===== src/rtl/pinmap_pkg.sv =====
package pinmap_pkg;
  localparam logic [7:0] PG_A_DAT = 8'h00;
  localparam logic [7:0] PG_A_DIR = 8'h01;
  localparam logic [7:0] PG_B_DAT = 8'h02;
  localparam logic [7:0] PG_B_DIR = 8'h03;
  localparam logic [7:0] PG_MISC  = 8'h04;
  localparam logic [7:0] LO_BTN   = 8'h00;
  localparam logic [7:0] LO_LED   = 8'h04;

  typedef struct packed {
    logic a_dat;
    logic a_dir;
    logic b_dat;
    logic b_dir;
    logic btn;
    logic led;
  } sel_t;

  function automatic sel_t decode(input logic [7:0] hi, input logic [7:0] lo);
    sel_t s;
    s.a_dat = (hi == PG_A_DAT);
    s.a_dir = (hi == PG_A_DIR);
    s.b_dat = (hi == PG_B_DAT);
    s.b_dir = (hi == PG_B_DIR);
    s.btn   = (hi == PG_MISC) && (lo == LO_BTN);
    s.led   = (hi == PG_MISC) && (lo == LO_LED);
    return s;
  endfunction
endpackage


===== src/rtl/pinmap_sync.sv =====
module pinmap_sync #(
  parameter int W = 1
) (
  input  logic         clk,
  input  logic         rst,
  input  logic [W-1:0] d,
  output logic [W-1:0] q
);
  logic [W-1:0] stage1;

  always_ff @(posedge clk) begin
    if (rst) begin
      stage1 <= '0;
      q      <= '0;
    end else begin
      stage1 <= d;
      q      <= stage1;
    end
  end
endmodule


===== src/rtl/pinmap_bank.sv =====
module pinmap_bank #(
  parameter int PINS = 28
) (
  input  logic            clk,
  input  logic            rst,
  input  logic            dat_we,
  input  logic            dir_we,
  input  logic [7:0]      idx,
  input  logic            wbit,
  input  logic [PINS-1:0] lvl_s,
  output logic [PINS-1:0] out_q,
  output logic [PINS-1:0] dir_q,
  output logic            rd_lvl,
  output logic            rd_dir
);
  localparam int         PIDX_W = (PINS > 1) ? $clog2(PINS) : 1;
  localparam logic [7:0] LIMIT  = 8'(PINS);

  logic              in_range;
  logic [PIDX_W-1:0] pidx;

  assign in_range = (idx < LIMIT);
  assign pidx     = idx[PIDX_W-1:0];

  for (genvar i = 0; i < PINS; i++) begin : g_pin
    localparam logic [7:0] MY_IDX = 8'(i);
    always_ff @(posedge clk) begin
      if (rst) begin
        out_q[i] <= 1'b0;
        dir_q[i] <= 1'b0;
      end else begin
        if (dat_we && idx == MY_IDX) out_q[i] <= wbit;
        if (dir_we && idx == MY_IDX) dir_q[i] <= wbit;
      end
    end
  end

  assign rd_lvl = in_range ? lvl_s[pidx] : 1'b0;
  assign rd_dir = in_range ? dir_q[pidx] : 1'b0;
endmodule


===== src/rtl/pinmap_gpio.sv =====
module pinmap_gpio
  import pinmap_pkg::*;
#(
  parameter int PINS   = 28,
  parameter int BTNS   = 6,
  parameter int LEDS   = 8,
  parameter int DATA_W = 32
) (
  input  logic              clk,
  input  logic              rst,
  input  logic              io_wr,
  input  logic              io_rd,
  input  logic [15:0]       io_addr,
  input  logic [DATA_W-1:0] io_wdata,
  output logic [DATA_W-1:0] io_rdata,
  input  logic [PINS-1:0]   pa_in,
  output logic [PINS-1:0]   pa_out,
  output logic [PINS-1:0]   pa_oe,
  input  logic [PINS-1:0]   pb_in,
  output logic [PINS-1:0]   pb_out,
  output logic [PINS-1:0]   pb_oe,
  input  logic [BTNS-1:0]   btn_in,
  output logic [LEDS-1:0]   led_out
);
  logic [7:0]      hi, lo;
  sel_t            sel;
  logic [PINS-1:0] pa_s, pb_s, pa_dir, pb_dir;
  logic [BTNS-1:0] btn_s;
  logic            a_lvl, a_dir, b_lvl, b_dir;
  logic [DATA_W-1:0] rd_val;

  assign hi  = io_addr[15:8];
  assign lo  = io_addr[7:0];
  assign sel = decode(hi, lo);

  pinmap_sync #(.W(PINS)) u_sync_a   (.clk(clk), .rst(rst), .d(pa_in),  .q(pa_s));
  pinmap_sync #(.W(PINS)) u_sync_b   (.clk(clk), .rst(rst), .d(pb_in),  .q(pb_s));
  pinmap_sync #(.W(BTNS)) u_sync_btn (.clk(clk), .rst(rst), .d(btn_in), .q(btn_s));

  pinmap_bank #(.PINS(PINS)) u_bank_a (
    .clk(clk), .rst(rst),
    .dat_we(io_wr && sel.a_dat), .dir_we(io_wr && sel.a_dir),
    .idx(lo), .wbit(io_wdata[0]), .lvl_s(pa_s),
    .out_q(pa_out), .dir_q(pa_dir), .rd_lvl(a_lvl), .rd_dir(a_dir)
  );

  pinmap_bank #(.PINS(PINS)) u_bank_b (
    .clk(clk), .rst(rst),
    .dat_we(io_wr && sel.b_dat), .dir_we(io_wr && sel.b_dir),
    .idx(lo), .wbit(io_wdata[0]), .lvl_s(pb_s),
    .out_q(pb_out), .dir_q(pb_dir), .rd_lvl(b_lvl), .rd_dir(b_dir)
  );

  assign pa_oe = pa_dir;
  assign pb_oe = pb_dir;

  always_ff @(posedge clk) begin
    if (rst) led_out <= '0;
    else if (io_wr && sel.led) led_out <= io_wdata[LEDS-1:0];
  end

  always_comb begin
    rd_val = '0;
    if (sel.a_dat) rd_val[0] = a_lvl;
    if (sel.a_dir) rd_val[0] = a_dir;
    if (sel.b_dat) rd_val[0] = b_lvl;
    if (sel.b_dir) rd_val[0] = b_dir;
    if (sel.btn)   rd_val[BTNS-1:0] = btn_s;
  end

  always_ff @(posedge clk) begin
    if (rst) io_rdata <= '0;
    else if (io_rd) io_rdata <= rd_val;
  end
endmodule


===== config.mk =====
export PLATFORM = sky130hd
export DESIGN_NAME = pinmap_gpio
export DESIGN_NICKNAME = d
export VERILOG_FILES = /design/src/rtl/pinmap_pkg.sv /design/src/rtl/pinmap_sync.sv /design/src/rtl/pinmap_bank.sv /design/src/rtl/pinmap_gpio.sv
export SDC_FILE = /design/constraint.sdc
export NUM_CORES = 1
export LEC_CHECK = 0
export ABC_AREA = 1
export BUFFER_PORTS_ARGS = -buffer_cell sky130_fd_sc_hd__clkbuf_2
export CAP_MARGIN = 10
export CORE_MARGIN = 2
export CORE_UTILIZATION = 34
export CTS_CLUSTER_SIZE = 40
export DETAILED_ROUTE_END_ITERATION = 10
export PLACE_DENSITY = 0.54
export SLEW_MARGIN = 10
export SYNTH_ARGS = -nofsm -noshare
export SYNTH_HDL_FRONTEND = slang
export SYNTH_HIERARCHICAL = 1
export SYNTH_SLANG_ARGS = --single-unit

===== constraint.sdc =====
create_clock -name clk -period 1.6 [get_ports clk]
set_clock_uncertainty 0.05 [all_clocks]
set_input_delay 0.24 -clock clk [delete_from_list [all_inputs] [get_ports clk]]
set_output_delay 0.24 -clock clk [all_outputs]
set_load 0.05 [all_outputs]

# Yosys cells after proc, flatten, opt, wreduce, memory -nomap -nowiden
# Index checks and enable logic that the tools add are counted.
# classes
n_mux,17
n_lt_le_gt_ge,2
n_eq_ne,31
reduce_logical,121
# ops
cell,n
$logic_and A1 B1 Y1,119
$eq A8 B5 Y1 const B,12
$eq A8 B4 Y1 const B,8
$eq A8 B3 Y1 const B,5
$eq A8 B2 Y1 const B,4
$bmux W1 S5,4
$eq A8 B1 Y1 const B,2
$logic_not A8 Y1,2
$mux W1,12
$lt A8 B5 Y1 const B,1
$lt A5 B6 Y1 const B,1
$mux W6,1
# word_totals
word_cells,291
regBits,250
output_inout_bits,152

# Logic depth before layout (Yosys ltp)
# logic_depth
ltp_word,8
mapped_depth,18
mapped_depth_nobuf,17

# Cells and area by module
# Netlist, hierarchy kept.
# by_module_without_submodules
mod,seq_area_each_um2,n_inst,cells_per_inst,area_per_inst_um2
pinmap_bank,1121.1,2,515,3134.3
pinmap_sync at u_sync_a ...,1121.1,2,174,1602.8
pinmap_gpio,280.3,1,141,989.7
pinmap_sync at u_sync_btn,240.2,1,37,341.6

# Worst setup path before layout
# OpenSTA, ideal clock, no wires.
# synth_path
kind,register to register
startpoint,reg u_bank_a.dir_q[24]
endpoint,reg io_rdata[0]
slack_ps,-88
n_path_buf,0
t_arrival_ps,1566
path_stages_with_launch,15
required_time_ps,1478
setup_ps,72
cell_sequence,dfxtp_1 -> inv_1 -> o21ai_0 -> nand2_1 -> nand2_1 -> nand2_1 -> nand2_1 -> o21ai_0 -> nor2_1 -> nand3_1 -> nand3_1 -> nand2_1 -> nand2_1 -> nand2_1 -> a21oi_1
# synth_between
elab_chain_cells,7
# synth_lines
item,line_no,source
from (decl),pinmap_bank.sv:12,"output logic [PINS-1:0] dir_q,"
"from (signal, indexed assignment)",pinmap_bank.sv:33,if (dir_we && idx == MY_IDX) dir_q[i] <= wbit;
$bmux W1 S5,pinmap_bank.sv:39,assign rd_dir = in_range ? dir_q[pidx] : 1'b0;
$mux W1 (not written as such),pinmap_bank.sv:39,
$mux W1,pinmap_bank.sv:39,
net a_dir,pinmap_gpio.sv:29,"logic a_lvl, a_dir, b_lvl, b_dir;"
$mux W1,pinmap_gpio.sv:65,if (sel.a_dir) rd_val[0] = a_dir;
$mux W1,pinmap_gpio.sv:66,if (sel.b_dat) rd_val[0] = b_lvl;
$mux W1,pinmap_gpio.sv:67,if (sel.b_dir) rd_val[0] = b_dir;
$mux W6,pinmap_gpio.sv:68,if (sel.btn) rd_val[BTNS-1:0] = btn_s;
to (signal assigned),pinmap_gpio.sv:73,else if (io_rd) io_rdata <= rd_val;
to (decl),pinmap_gpio.sv:15,"output logic [DATA_W-1:0] io_rdata,"
# The timed path passes the listed nets, and every way through them passes these cells. The select of a mux whose other input is x is not followed.
# A chain may end at the register's enable or synchronous reset.

# Worst setup path in the final report
# layout_path
startpoint,reg u_bank_b.dir_q[26]
endpoint,out pb_oe[26]
# layout_lines
item,line_no,source
from (decl),pinmap_bank.sv:12,
"from (signal, indexed assignment)",pinmap_bank.sv:33,
to (decl),pinmap_gpio.sv:21,"output logic [PINS-1:0] pb_oe,"
# No word-level cell between the ends.

==> flow_metrics.tcl <==
set metrics [dict create \
    final_layout_size_suffix_gt1_frac 0.237 \
    yosys_warning_total 6 \
    vias_per_instance 4.38 \
    timing.critical_path.fanout_max 3 \
    cts_root_buf "sky130_fd_sc_hd__clkbuf_16" \
    cts_tree "done" \
    setup_ws_ps 34.8 \
    totalPowerFinal_uw 14600 \
    hold_path.startpoint "io_addr[8]" \
    min_delay_path_depth 6 \
    post_synth_inst_count 1556 \
    clockBufferDepth 3 \
    number_of_top_level_design_ports 266 \
    max_freq_ghz 0.639 \
    tritoncts_num_sinks 250 \
    grt_first_pass_wirelength_um 48900 \
    data_arrival_time_of_the_worst_path_ps 1280 \
    dr_total_vias 10300 \
    post_cts.repair.setup_buffers 0 \
    grt_max_degree 116 \
    relSlewSlack 0.649 \
    multi_input_area_um2 4390 \
    synthesis.area_per_instance_um2 6.94 \
    path_class "reg -> out" \
    routedWlPerCell_um 13.1 \
    fp-row-count 65 \
    clk-insertion-delay-late_ps 550 \
    fin_cells 2344 \
    timing.hold.worst_endpoint "io_rdata[0]" \
    required_ps 1310 \
    crit_path_cell_trace "clkbuf_2" \
    status "completed" \
    p_leak_uw 0.00683 \
    clk_transition_reported_paths_ps 70 \
    area.sequential_um2 5010 \
    die_area_um2 33200 \
    initial_core_util 0.344 \
    gp_routability_congestion 0.900 \
    grt_usage 0.180 \
    detail_route.iter0.violations 598 \
    maxSlewViolCount 0 \
    vdd_ir_drop_max_uv 766 \
    slowest_delay_ps 410 \
    worst_hold_path_type "in -> reg" \
    fin_util 0.472 \
    ys_seq_area_frac 0.463 \
    first_global_vias 9482 \
    cp_top_family "flip-flops" \
    reg2reg_from "u_bank_a/dir_q[8]" \
    report.final.hold_viol_count 0 \
    grt_setup_unrepaired "yes" \
    reg2regPathDepth 14 \
    dieHeight_um 182 \
    wirelength_um 30600 \
    cp_num_cells 1 \
    core_area_um2 31400 \
    slowest_stage "sky130_fd_sc_hd__dfxtp_1" \
    netlist-cell-type-count 27 \
    post-route-period-util 0.978 \
    post-route-min-period_ps 1570 \
    pre_cts_ws_ps -460 \
    port-buffer-count 215 \
    cell_area_after_synthesis_um2 10800 \
    fin_nets 2030 \
    power_density_nw_per_um2 982 \
    globalRoute.totalOverflow 0 \
    ys_seq_elements 250 \
    cts_inserted_buffers 28 \
    areaGrowthSynthToFinish_pct 37.2 \
    place.detailed.instances 2216 \
    worst_r2r_endpoint "io_rdata[0]" \
    dieWidth_um 182 \
    post_detailed_route_drc_marker_count 0 \
    number_of_antenna_violations_at_the_first_check_in_global_routing 6 \
    filler_cell_count 3204 \
    worst_pin_slew_ps 527 \
    number_of_nets_with_antenna_violations_after_routing 0 \
    max_cap_viol_count 0 \
    start_kind "register" \
    firstDrtPassIters 5 \
    setup.reg_to_reg.worst_slack_ps 50 \
    worst-path-buf-inv 1 \
    endpoint_kind "output pin" \
    detailed_place_hpwl_um 21600 \
    h-tree-depth 1 \
    setup_viol 0 \
]
==> Yosys cell counts (all sizes together) <==
cell / instances / area (um^2)
inv: 248 / 931
a21oi: 125 / 626
conb: 1 / 3.75
nand3: 131 / 671
nand4: 1 / 21.3
o21ai: 82 / 410
nor3: 2 / 10.0
nand2: 382 / 1460
a211oi: 8 / 80.1
nor2: 221 / 950
and3: 2 / 13.8
clkbuf: 39 / 146
dfxtp: 250 / 5000
o211ai: 1 / 7.51
nor4: 1 / 6.26
buf: 62 / 463
==> cell usage in the layout, fill, tap and decap left out, types with 2 or more instances in the layout <==
| cell | Yosys | final |
|---|---|---|
| sky130_fd_sc_hd__a211oi_1 | 4 | 4 |
| sky130_fd_sc_hd__a211oi_2 | 4 | 4 |
| sky130_fd_sc_hd__a21oi_1 | 125 | 123 |
| sky130_fd_sc_hd__a21oi_2 | 0 | 2 |
| sky130_fd_sc_hd__buf_12 | 0 | 19 |
| sky130_fd_sc_hd__buf_2 | 10 | 6 |
| sky130_fd_sc_hd__buf_4 | 34 | 102 |
| sky130_fd_sc_hd__bufinv_16 | 0 | 5 |
| sky130_fd_sc_hd__clkbuf_16 | 0 | 29 |
| sky130_fd_sc_hd__clkbuf_2 | 0 | 193 |
| sky130_fd_sc_hd__clkbuf_4 | 0 | 13 |
| sky130_fd_sc_hd__clkbuf_8 | 0 | 3 |
| sky130_fd_sc_hd__clkinv_2 | 0 | 9 |
| sky130_fd_sc_hd__clkinv_4 | 0 | 3 |
| sky130_fd_sc_hd__clkinvlp_4 | 0 | 2 |
| sky130_fd_sc_hd__conb_1 | 1 | 26 |
| sky130_fd_sc_hd__dfxtp_1 | 250 | 245 |
| sky130_fd_sc_hd__dfxtp_2 | 0 | 5 |
| sky130_fd_sc_hd__diode_2 | 0 | 4 |
| sky130_fd_sc_hd__dlygate4sd3_1 | 0 | 72 |
| sky130_fd_sc_hd__inv_1 | 238 | 238 |
| sky130_fd_sc_hd__inv_2 | 10 | 10 |
| sky130_fd_sc_hd__nand2_1 | 371 | 370 |
| sky130_fd_sc_hd__nand2_2 | 11 | 12 |
| sky130_fd_sc_hd__nand3_1 | 128 | 127 |
| sky130_fd_sc_hd__nand3_2 | 3 | 4 |
| sky130_fd_sc_hd__nor2_1 | 191 | 189 |
| sky130_fd_sc_hd__nor2_2 | 21 | 23 |
| sky130_fd_sc_hd__nor2_4 | 9 | 9 |
| sky130_fd_sc_hd__o21ai_0 | 62 | 59 |
| sky130_fd_sc_hd__o21ai_1 | 20 | 23 |
==> layout make-up <==
type                    count  share of cell area
diodes                      4            0.000675
clock buffers              32              0.0517
clock inverters            20              0.0165
inverters                 248              0.0628
multi-input cells         982               0.296
flip-flops and latches    250               0.338
well taps                 402              0.0339
repair buffers            406               0.200
==> worst reg2reg max path: cells and delay by family, from the launching register on <==
| kind | cells | cell delay (ps) |
|---|---|---|
| and+or+nand+nor | 11 | 810 |
| DFF | 1 | 340 |
| AOI/OAI and AO/OA | 2 | 270 |
| buffers and inverters | 1 | 40 |
==> repair_timing <==
item                                   in CTS  in global routing
pin swaps                                   1                  4
resized for setup                          11                 24
hold buffers                               72                  0
endpoints found under the hold margin      81                  0
setup endpoints to repair                  10                 13
==> worst max-delay path by stage <==
stage / to / slack [ps] / from
after floorplan: io_rdata[0] / -40 / u_bank_a/dir_q[11]
after global placement: io_rdata[0] / -430 / io_addr[0]
after detailed placement: io_rdata[0] / -460 / io_addr[0]
after CTS: pb_oe[17] / 1 / u_bank_b/dir_q[17]
after global routing: io_rdata[0] / -150 / u_bank_a/dir_q[24]
final: pb_oe[26] / 30 / u_bank_b/dir_q[26]
==> logic make-up after synthesis <==
logic type,after synthesis,synth area share
DFF,250,0.463
and+or+nand+nor,740,0.290
AOI/OAI and AO/OA,216,0.104
other,1,0.000347
buffers and inverters,349,0.143
==> metrics by stage <==
step                area [um^2]  TNS (ps)  hold WS, ps
floorplan                 10900     -36.3          261
global placement          13000    -11350          342
detailed placement        13000    -13070          344
CTS                       14800         0          138
global route              14800      -154          208
finish                    14800         0          155
==> layer usage <==
metal | track usage | part of all wire
met1 | 0.245 | 0.47
met2 | 0.288 | 0.44
met3 | 0.0395 | 0.065
met4 | 0.0513 | 0.024
met5 | 0 | 0.00088
==> registers in the layout (all words and copies together), names as in the netlist <==
name and flops:
io_rdata 6, u_sync_b/stage1 28, u_bank_a/out_q 28, u_sync_b/q 28, u_sync_a/stage1 28, led_out 8
u_sync_btn/q 6, u_sync_a/q 28, u_bank_b/dir_q 28, u_sync_btn/stage1 6, u_bank_b/out_q 28, u_bank_a/dir_q 28
==> report_power, final <==
group / switching (uW) / internal (uW)
Combinational: 734 / 460
Sequential: 37.8 / 6370
Clock: 2700 / 4250
No activity file was read; power rests on OpenSTA's default activity.
